<file path="src/rtl/nand_fe_pkg.sv">
package nand_fe_pkg;
  typedef enum logic [1:0] {OP_NONE, OP_READ, OP_PROG, OP_ERASE} op_e;
  localparam logic [7:0] CMD_RD_SETUP = 8'h00;
  localparam logic [7:0] CMD_RD_GO    = 8'h30;
  localparam logic [7:0] CMD_LOAD     = 8'h80;
  localparam logic [7:0] CMD_PROG_GO  = 8'h10;
  localparam logic [7:0] CMD_ER_SETUP = 8'h60;
  localparam logic [7:0] CMD_ER_GO    = 8'hD0;
  localparam logic [7:0] CMD_STATUS   = 8'h70;
endpackage

</file>
<file path="src/rtl/nand_fe_sync.sv">
module nand_fe_sync #(
  parameter int W = 1,
  parameter logic [W-1:0] RST_VAL = '0
) (
  input  logic         clk,
  input  logic         rst_n,
  input  logic [W-1:0] d,
  output logic [W-1:0] q
);
  for (genvar i = 0; i < W; i++) begin : g_bit
    logic s1, s2;
    always_ff @(posedge clk or negedge rst_n) begin
      if (!rst_n) begin
        s1 <= RST_VAL[i];
        s2 <= RST_VAL[i];
      end else begin
        s1 <= d[i];
        s2 <= s1;
      end
    end
    assign q[i] = s2;
  end
endmodule

</file>
<file path="src/rtl/nand_fe_timer.sv">
module nand_fe_timer #(
  parameter int CW = 8
) (
  input  logic          clk,
  input  logic          rst_n,
  input  logic          start,
  input  logic [CW-1:0] load,
  input  logic          abort,
  output logic          busy,
  output logic [CW-1:0] cnt
);
  always_ff @(posedge clk or negedge rst_n) begin
    if (!rst_n)            cnt <= '0;
    else if (abort)        cnt <= '0;
    else if (start)        cnt <= load;
    else if (cnt != '0)    cnt <= cnt - 1'b1;
  end
  assign busy = (cnt != '0);
endmodule

</file>
<file path="src/rtl/nand_fe_pagebuf.sv">
module nand_fe_pagebuf #(
  parameter int COLS = 16,
  localparam int AW = $clog2(COLS)
) (
  input  logic          clk,
  input  logic          wr_en,
  input  logic [AW-1:0] waddr,
  input  logic [7:0]    wdata,
  input  logic [AW-1:0] raddr,
  output logic [7:0]    rdata
);
  logic [7:0] mem [COLS];
  always_ff @(posedge clk) begin
    if (wr_en) mem[waddr] <= wdata;
  end
  assign rdata = mem[raddr];
endmodule

</file>
<file path="src/rtl/nand_bus_frontend.sv">
module nand_bus_frontend
  import nand_fe_pkg::*;
#(
  parameter int ADDR_BYTES = 4,
  parameter int COLS       = 16,
  parameter int PROG_CYC   = 40,
  parameter int ERASE_CYC  = 60,
  parameter int READ_CYC   = 20,
  localparam int ROW_BYTES = ADDR_BYTES - 1,
  localparam int ROW_W     = 8 * ROW_BYTES
) (
  input  logic             clk,
  input  logic             rst_n,
  input  logic             ce_n,
  input  logic             cle,
  input  logic             ale,
  input  logic             we_n,
  input  logic             re_n,
  input  logic             wp_n,
  input  logic [7:0]       io_in,
  output logic [7:0]       io_out,
  output logic             io_oe,
  output logic             ready,
  output logic [7:0]       cmd_q,
  output logic [ROW_W-1:0] row_addr,
  output logic             dual_err
);
  localparam int CAW  = $clog2(COLS);
  localparam int MAXC = (PROG_CYC > ERASE_CYC) ?
                        ((PROG_CYC > READ_CYC) ? PROG_CYC : READ_CYC) :
                        ((ERASE_CYC > READ_CYC) ? ERASE_CYC : READ_CYC);
  localparam int CNT_W = $clog2(MAXC + 1);
  localparam int ACW   = $clog2(ADDR_BYTES + 1);
  localparam int SW    = 14;

  // synchronised pins: {ce_n, we_n, re_n, wp_n, cle, ale, io[7:0]}
  logic [SW-1:0] pins_s;
  nand_fe_sync #(.W(SW), .RST_VAL(14'b1110_00_00000000)) u_sync (
    .clk(clk), .rst_n(rst_n),
    .d({ce_n, we_n, re_n, wp_n, cle, ale, io_in}),
    .q(pins_s)
  );
  logic ce_s, we_s, re_s, wp_s, cle_s, ale_s;
  logic [7:0] io_s;
  assign {ce_s, we_s, re_s, wp_s, cle_s, ale_s, io_s} = pins_s;

  logic we_d, re_d;
  always_ff @(posedge clk or negedge rst_n) begin
    if (!rst_n) begin
      we_d <= 1'b1;
      re_d <= 1'b1;
    end else begin
      we_d <= we_s;
      re_d <= re_s;
    end
  end

  logic busy;
  logic [CNT_W-1:0] busy_cnt;
  op_e  op_q, tmr_op;
  logic tmr_start, tmr_abort;
  logic [CNT_W-1:0] tmr_load;

  logic we_rise, re_fall, accept, is_cmd, is_addr, is_data, status_pick;
  assign we_rise     = !ce_s && we_s && !we_d;
  assign re_fall     = !ce_s && !re_s && re_d;
  assign accept      = we_rise && !busy;
  assign is_cmd      = cle_s && !ale_s;
  assign is_addr     = ale_s && !cle_s;
  assign is_data     = !ale_s && !cle_s;
  assign status_pick = we_rise && is_cmd && (io_s == CMD_STATUS);

  // operation start decode
  always_comb begin
    tmr_op = OP_NONE;
    if (accept && is_cmd) begin
      if (io_s == CMD_PROG_GO && cmd_q == CMD_LOAD && wp_s)          tmr_op = OP_PROG;
      else if (io_s == CMD_ER_GO && cmd_q == CMD_ER_SETUP && wp_s)   tmr_op = OP_ERASE;
      else if (io_s == CMD_RD_GO && cmd_q == CMD_RD_SETUP)           tmr_op = OP_READ;
    end
    tmr_start = (tmr_op != OP_NONE);
    case (tmr_op)
      OP_PROG:  tmr_load = CNT_W'(PROG_CYC);
      OP_ERASE: tmr_load = CNT_W'(ERASE_CYC);
      default:  tmr_load = CNT_W'(READ_CYC);
    endcase
  end
  assign tmr_abort = !wp_s && busy && (op_q == OP_PROG || op_q == OP_ERASE);

  nand_fe_timer #(.CW(CNT_W)) u_timer (
    .clk(clk), .rst_n(rst_n), .start(tmr_start), .load(tmr_load),
    .abort(tmr_abort), .busy(busy), .cnt(busy_cnt)
  );

  logic [CAW-1:0] col;
  logic [ACW-1:0] addr_cnt;
  logic           stat_mode;
  logic [7:0]     buf_rd;
  logic           buf_we;
  assign buf_we = accept && is_data;

  nand_fe_pagebuf #(.COLS(COLS)) u_buf (
    .clk(clk), .wr_en(buf_we), .waddr(col), .wdata(io_s),
    .raddr(col), .rdata(buf_rd)
  );

  always_ff @(posedge clk or negedge rst_n) begin
    if (!rst_n) begin
      cmd_q     <= '0;
      row_addr  <= '0;
      dual_err  <= 1'b0;
      col       <= '0;
      addr_cnt  <= '0;
      stat_mode <= 1'b0;
      op_q      <= OP_NONE;
      io_out    <= '0;
    end else begin
      if (we_rise && cle_s && ale_s) dual_err <= 1'b1;
      if (tmr_start) op_q <= tmr_op;
      if (status_pick) begin
        cmd_q     <= io_s;
        stat_mode <= 1'b1;
      end else if (accept && is_cmd) begin
        cmd_q     <= io_s;
        stat_mode <= 1'b0;
        if (io_s == CMD_RD_SETUP || io_s == CMD_LOAD || io_s == CMD_ER_SETUP)
          addr_cnt <= '0;
      end
      if (accept && is_addr) begin
        if (addr_cnt == '0) col <= io_s[CAW-1:0];
        for (int k = 0; k < ROW_BYTES; k++) begin
          if (addr_cnt == ACW'(k + 1)) row_addr[k*8 +: 8] <= io_s;
        end
        if (addr_cnt < ACW'(ADDR_BYTES)) addr_cnt <= addr_cnt + 1'b1;
      end
      if (buf_we) col <= col + 1'b1;
      if (re_fall) begin
        if (stat_mode) begin
          io_out <= {wp_s, !busy, 5'b0, dual_err};
        end else if (!busy) begin
          io_out <= buf_rd;
          col    <= col + 1'b1;
        end
      end
    end
  end

  assign io_oe = !ce_s && !re_s;
  assign ready = !busy;
endmodule

</file>
<file path="config.mk">
export PLATFORM = sky130hd
export DESIGN_NAME = nand_bus_frontend
export DESIGN_NICKNAME = d
export VERILOG_FILES = /design/src/rtl/nand_fe_pkg.sv /design/src/rtl/nand_fe_sync.sv /design/src/rtl/nand_fe_timer.sv /design/src/rtl/nand_fe_pagebuf.sv /design/src/rtl/nand_bus_frontend.sv
export SDC_FILE = /design/constraint.sdc
export NUM_CORES = 1
export LEC_CHECK = 0
export BUFFER_PORTS_ARGS = -buffer_cell sky130_fd_sc_hd__clkbuf_2
export CORE_MARGIN = 2
export CORE_UTILIZATION = 30
export DETAILED_ROUTE_END_ITERATION = 7
export GPL_ROUTABILITY_DRIVEN = 0
export PLACE_DENSITY = 0.48
export SETUP_SLACK_MARGIN = 0.2
export SYNTH_ARGS = -nofsm -noshare
export SYNTH_HDL_FRONTEND = slang
export SYNTH_SLANG_ARGS = --single-unit
</file>
<file path="constraint.sdc">
create_clock -name clk -period 6 [get_ports clk]
set_input_delay 0.6 -clock clk [delete_from_list [all_inputs] [get_ports clk]]
set_output_delay 0.6 -clock clk [all_outputs]
set_load 0.005 [all_outputs]
</file>
==> results of run 1 <==
[final cells by class]
| cell class | count | area (um2) | share of cell area (%) |
|---|---|---|---|
| Timing Repair Buffer | 67 | 360 | 3.62 |
| Tap cell | 378 | 473 | 4.75 |
| Multi-Input combinational cell | 237 | 2230 | 22.3 |
| Clock inverter | 13 | 138 | 1.38 |
| Clock buffer | 31 | 688 | 6.91 |
| Antenna cell | 1 | 2.50 | 0.0251 |
| Sequential cell | 214 | 6010 | 60.3 |
| Inverter | 17 | 63.8 | 0.641 |
[power breakdown]
group          internal (mW)  total [mW]  switching (mW)
Combinational          0.356       0.736           0.380
Sequential              1.65        1.77           0.122
Clock                  0.903        1.49           0.584
Total                   2.90        3.99            1.09
[Yosys cell counts (2+ instances only)]
cell      instances  area [um2]
edfxtp_1        128        3840
dfrtp_1          78        1950
mux4_2           32         721
mux2_2           23         259
nand2_1          23        86.3
and2_1           18         113
inv_1            16        60.1
o21ai_0          16        80.1
nor2_1           14        52.6
a21oi_1          10        50.1
clkbuf_1         10        37.5
nand3_1          10        50.1
ha_1              9         113
dfstp_2           8         210
a22o_1            7        61.3
mux2_4            7         105
nor3_1            6        30.0
a221oi_1          5        43.8
buf_2             4        20.0
mux2i_1           4        40.0
nand4_1           4        25.0
nor2b_1           4        25.0
nor4_1            4        25.0
nand2_4           3        33.8
o21a_1            3        22.5
a22oi_1           2        15.0
and3_1            2        12.5
buf_1             2        7.51
nand2b_1          2        12.5
nor3b_1           2        15.0
o32ai_1           2        17.5
xor2_1            2        17.5
[through the flow]
step	worst slack, ns	area [um2]	util, %	cells
2_1_floorplan	3.48	8370	-	485
3_3_place_gp	2.95	9130	33.0	913
3_5_place_dp	2.82	9130	33.0	913
4_1_cts	2.79	9960	36.0	957
5_1_grt	2.51	9960	36.0	957
6_report	2.73	9960	36.0	958
[critical path, delay by kind of cell, from the launching register on]
kind	cells	cell delay (ns)
DFF	1	0.39
and+or+nand+nor	2	0.47
buffers and inverters	2	0.56
AOI/OAI and AO/OA	3	1.51
adders and majority gates	1	0.23
[state kept, by name, indices dropped and copies added, names as in the netlist, 3 cells and up]
| name | cells |
|---|---|
| col | 4 |
| u_buf.mem | 128 |
| row_addr | 24 |
| addr_cnt | 3 |
| cmd_q | 8 |
| u_timer.cnt | 6 |
| u_sync.g_bit.s1 | 14 |
| u_sync.g_bit.s2 | 14 |
| io_out | 8 |
[metal layers]
metal  vias up  GRT usage (%)  routed length (um)
li1       2015              -                   -
met1      2299           18.6                8550
met2       144           21.5                8840
met3        33           2.29                1040
met4         0           3.32                 414
met5         -              0                   0
[placed cells by master (no fill, tap or decap), types with 5 or more instances in the layout]
cell       netlist  routed
edfxtp_1       128     128
a22o_1           7       7
a221oi_1         5       5
nor3_1           6       6
buf_4            0      10
mux2_4           7       7
nand2_1         23      23
mux2_2          23      23
dfrtp_1         78      76
nor2_1          14      14
a21oi_1         10      10
nand3_1         10      10
clkbuf_2         0      57
mux4_2          32      32
dfstp_2          8       8
clkbuf_16        0      25
ha_1             9       9
inv_1           16      16
and2_1          18      18
o21ai_0         16      16
[path summary, 6_finish.rpt]
check,start,end,slack (ns)
setup / recovery,u_timer.cnt[0],io_out[7],2.73
hold / removal,rst_n,op_q[1],0.04
setup reg to reg,u_timer.cnt[0],io_out[7],2.73
hold reg to reg,u_sync.g_bit[2].s1,u_sync.g_bit[2].s2,0.35
max in group asynchronous,rst_n,row_addr[1],4.90
min in group clk,we_n,u_sync.g_bit[12].s1,0.17
[kinds of logic after synthesis]
kind of cell	after synthesis	synth area share, %
flip-flops	214	71.7
AND/OR/NAND/NOR	103	6.99
multiplexers	67	13.6
AO/OA/AOI/OAI	55	4.36
buffers and inverters	34	1.67
adder cells (fa/ha/maj)	9	1.35
XOR/XNOR	3	0.314
==> results.cfg, run 1 <==
[job]
drv_cap = 0

[critical_path]
cpPeakStageDelay_ns = 1.15
arrival_ns = 3.66
criticalPathCategory = flip-flop to flip-flop
crit_path_end_kind = flip-flop
slowest_stage = o21ai_0
worstPathMaxFanout = 18
cp_cell_sequence = inv_1 -> ha_1 -> or4b_4 -> or2_1 -> clkinv_1 -> o21ai_0 -> a21oi_1 -> a22o_1
rr_worst_depth = 8
startpoint_type = flip-flop
worst_ep_required_time_ns = 6.39

[clock_network]
clk_pin_slew_ns = 0.06
cts_root_buf = clkbuf_16
cts_hold_buffers = 0
cts_tree = done
clock-sinks = 214
h-tree-depth = 1
cts_resized = 0
cts_made_buffers = 24
postCtsSetupBuffers = 0
clk_latency_ns = 0.51
clockBufferDepth = 3

[cells_and_area]
num-nets-final = 586
num-fill-cells = 2668
drive_above_1_share_pct = 32.5
area_delta_synth_final_pct = 19.0

[global_routing]
antenna_found_initial = 0
grt_overflow = 0
grt_pass1_vias = 4791
grtUsageTotal_pct = 13.3
grt_max_degree = 58
grt_pass1_wl_um = 29200

[route]
drtIter0Drc = 301
wl_per_cell_um = 19.7
detail_route.first_pass.iterations = 5
viasPerCell = 4.69
vias = 4491
drc = 0
finalWirelength_um = 18800
ant_nets = 0

[sta]
hold_violations = 0
fmax_ghz = 0.306
rsz0062_at_grt = false
final_max_slew_viol_count = 0
fin_crit_sh_pct = 54.5
hold-worst-slack_ns = 0.0390
setup_violations = 0
finClkSkew_ns = 0.0137
slew_headroom_pct = 16.4
tightest_slew_ns = 1.24
layout_min_cycle_time_ns = 3.27
fin_setup_tns_ns = 0

[synth]
synth_warnings = 0
syn_nets = 510
avgSynthCellArea_um2 = 17.3
synth_seq_area_share_pct = 71.7
syn-instance-count = 485
ys_types = 57
synth-seq-cells = 214
synth-edff-count = 128
async_flop_share_pct = 40.2
ys.flop_type = edfxtp_1
netlist_area_um2 = 8370

[run_status]
outcome = complete, no violations

[power]
p_per_area_nw_per_um2 = 401
leakage_nw = 3.90
power.ir.vdd_worst_mv = 0.162
totalPowerFinal_mw = 3.99

[die]
fp-row-count = 61
die_area_um2 = 29300
core_um2 = 27600
dieHeight_um = 171
fp.dieW_um = 171
io_pins = 59
start_util_pct = 30.3

[placed_design]
dp_hpwl_um = 12200
numPortBuffers = 58

[hold_path]
hp-class = primary input to async pin
No activity file was read; power rests on OpenSTA's default activity.
==> inputs of run 2 (changes only) <==
Settings changed: PLACE_DENSITY 0.48 to 0.5.
Clock period 6 ns to 2.7 ns, I/O delays scaled along.
==> results.cfg, run 2 (same netlist as run 1, synthesis figures left out) <==
[die]
fp.dieW_um = 171
io_pins = 59
dieHeight_um = 171
core_um2 = 27600
die_area_um2 = 29300
start_util_pct = 30.3
fp-row-count = 61

[power]
p_clk_share_pct = 36.3
totalPowerFinal_mw = 9.03
leakage_nw = 4.15
seqPwrFrac_pct = 42.8
power_frac_comb_pct = 20.9
intPower_mw = 6.58
p_per_area_nw_per_um2 = 854
swShare_pct = 27.2
power.ir.vdd_worst_mv = 0.396
power_switching_mw = 2.45

[cells_and_area]
layout_common_cells = edfxtp_1, dfrtp_1, clkbuf_2
largest-register = u_buf.mem
final_common_cell = edfxtp_1
area_delta_synth_final_pct = 26.3
antenna_cells = 0
fin_util_pct = 38.3
drive_above_1_share_pct = 36.1
largest_register_ffs = 128
design_area_um2 = 10600
num-nets-final = 633
stdcell_count = 1004
reg.largest.list = u_buf.mem x128, row_addr x24

[route]
wl_per_cell_um = 19.4
finalWirelength_um = 19500
drc = 0
viasPerCell = 4.66
drtIter0Drc = 230
detail_route.first_pass.iterations = 6
vias = 4676
ant_nets = 0

[sta]
final_max_slew_viol_count = 0
worst_slack_ns = 0.243
fmax_ghz = 0.407
rsz0062_at_grt = true
fin_crit_sh_pct = 91.0
setup_violations = 0
slew_headroom_pct = 61.5
hold_violations = 0
tightest_slew_ns = 0.576
hold-worst-slack_ns = 0.296
layout_min_cycle_time_ns = 2.46
fin_setup_tns_ns = 0
finClkSkew_ns = 0.0153

[critical_path]
criticalPathCategory = flip-flop to flip-flop
crit_path_start = u_timer.cnt[0]
arrival_ns = 2.85
cp_cell_sequence = inv_2 -> ha_4 -> or4b_4 -> or2_1 -> buf_4 -> nor3_4 -> buf_12 -> nand2_4 -> mux2_4
worst_ep_required_time_ns = 3.09
cpPeakStageDelay_ns = 0.46
crit_path_end_kind = flip-flop
worstPathMaxFanout = 8
worstReg2RegStart = u_timer.cnt[0]
rrSetupSlack_ns = 0.24
startpoint_type = flip-flop
slowest_stage = or4b_4

[clock_network]
clockBufferDepth = 3
cts_tree = done
clock-sinks = 214
cts_made_buffers = 24
cts_root_buf = clkbuf_16
h-tree-depth = 1
clk_latency_ns = 0.51
clk_pin_slew_ns = 0.07

[placed_design]
place_inst = 939
pre_cts_ws_ns = 0.189
dpl_cell_area_um2 = 9520
numPortBuffers = 58
dp_hpwl_um = 12900

[global_routing]
antenna_found_initial = 0
grt_pass1_vias = 4850
grtUsageTotal_pct = 13.6
grt_max_degree = 50
grt_pass1_wl_um = 29800
grt_overflow = 0

[hold_path]
hp-class = primary input to async pin

[run_status]
outcome = complete, no violations

[job]
drv_cap = 0
-- run 2: cell types whose count changed in the layout (fill, tap and decap cells not counted), moves of 4 or more --
cell / previous run / this run
dlygate4sd3_1: 0 / 15
and2_4: 0 / 5
and2_1: 18 / 13
buf_12: 0 / 15
clkbuf_1: 2 / 6
buf_4: 10 / 26
-- run 2: routing by layer --
metal	routed length (um)	global-route usage (%)
met4	497	4.05
met1	8590	18.7
met2	9490	22.2
met3	937	2.29
met5	0	0
-- run 2: area by class of cell --
type	count	area [um2]
fillers	2616	17100
flip-flops and latches	214	6010
multi-input cells	237	2290
repair buffers	114	942
clock buffers	34	701
well taps	378	473
clock inverters	10	104
inverters	17	63.8
-- run 2: what timing repair did --
item	CTS	global route
resized for setup	2	14
endpoints found under the hold margin	43	0
hold buffers	15	0
pin swaps	1	3
setup buffers	4	2
endpoints found under the setup margin	34	165
-- run 2: worst paths after layout --
kind                                       to  cells after the start
hold reg to reg            u_sync.g_bit[3].s2                      0
max in group asynchronous  u_sync.g_bit[5].s1                      3
setup / recovery                  row_addr[8]                      9
min in group clk           u_sync.g_bit[3].s2                      0
setup reg to reg                  row_addr[8]                      9
hold / removal                         col[1]                      2
-- run 2: power groups by stage --
stage / sequential (mW) / combinational [mW] / clock [mW]
2_1_floorplan: 3.85 / 1.22 / 0
3_3_place_gp: 3.92 / 1.82 / 0
3_5_place_dp: 3.93 / 1.83 / 0
4_1_cts: 3.87 / 1.87 / 3.36
5_1_grt: 3.90 / 2.07 / 3.49
6_report: 3.87 / 1.89 / 3.28
-- run 2: critical path: cells and delay by family, from the launching register on --
kind                     cells  cell delay (ns)
adder cells (fa/ha/maj)      1             0.13
multiplexers                 1             0.31
buffers and inverters        3             0.42
AND/OR/NAND/NOR              4             1.06
flip-flops                   1             0.41
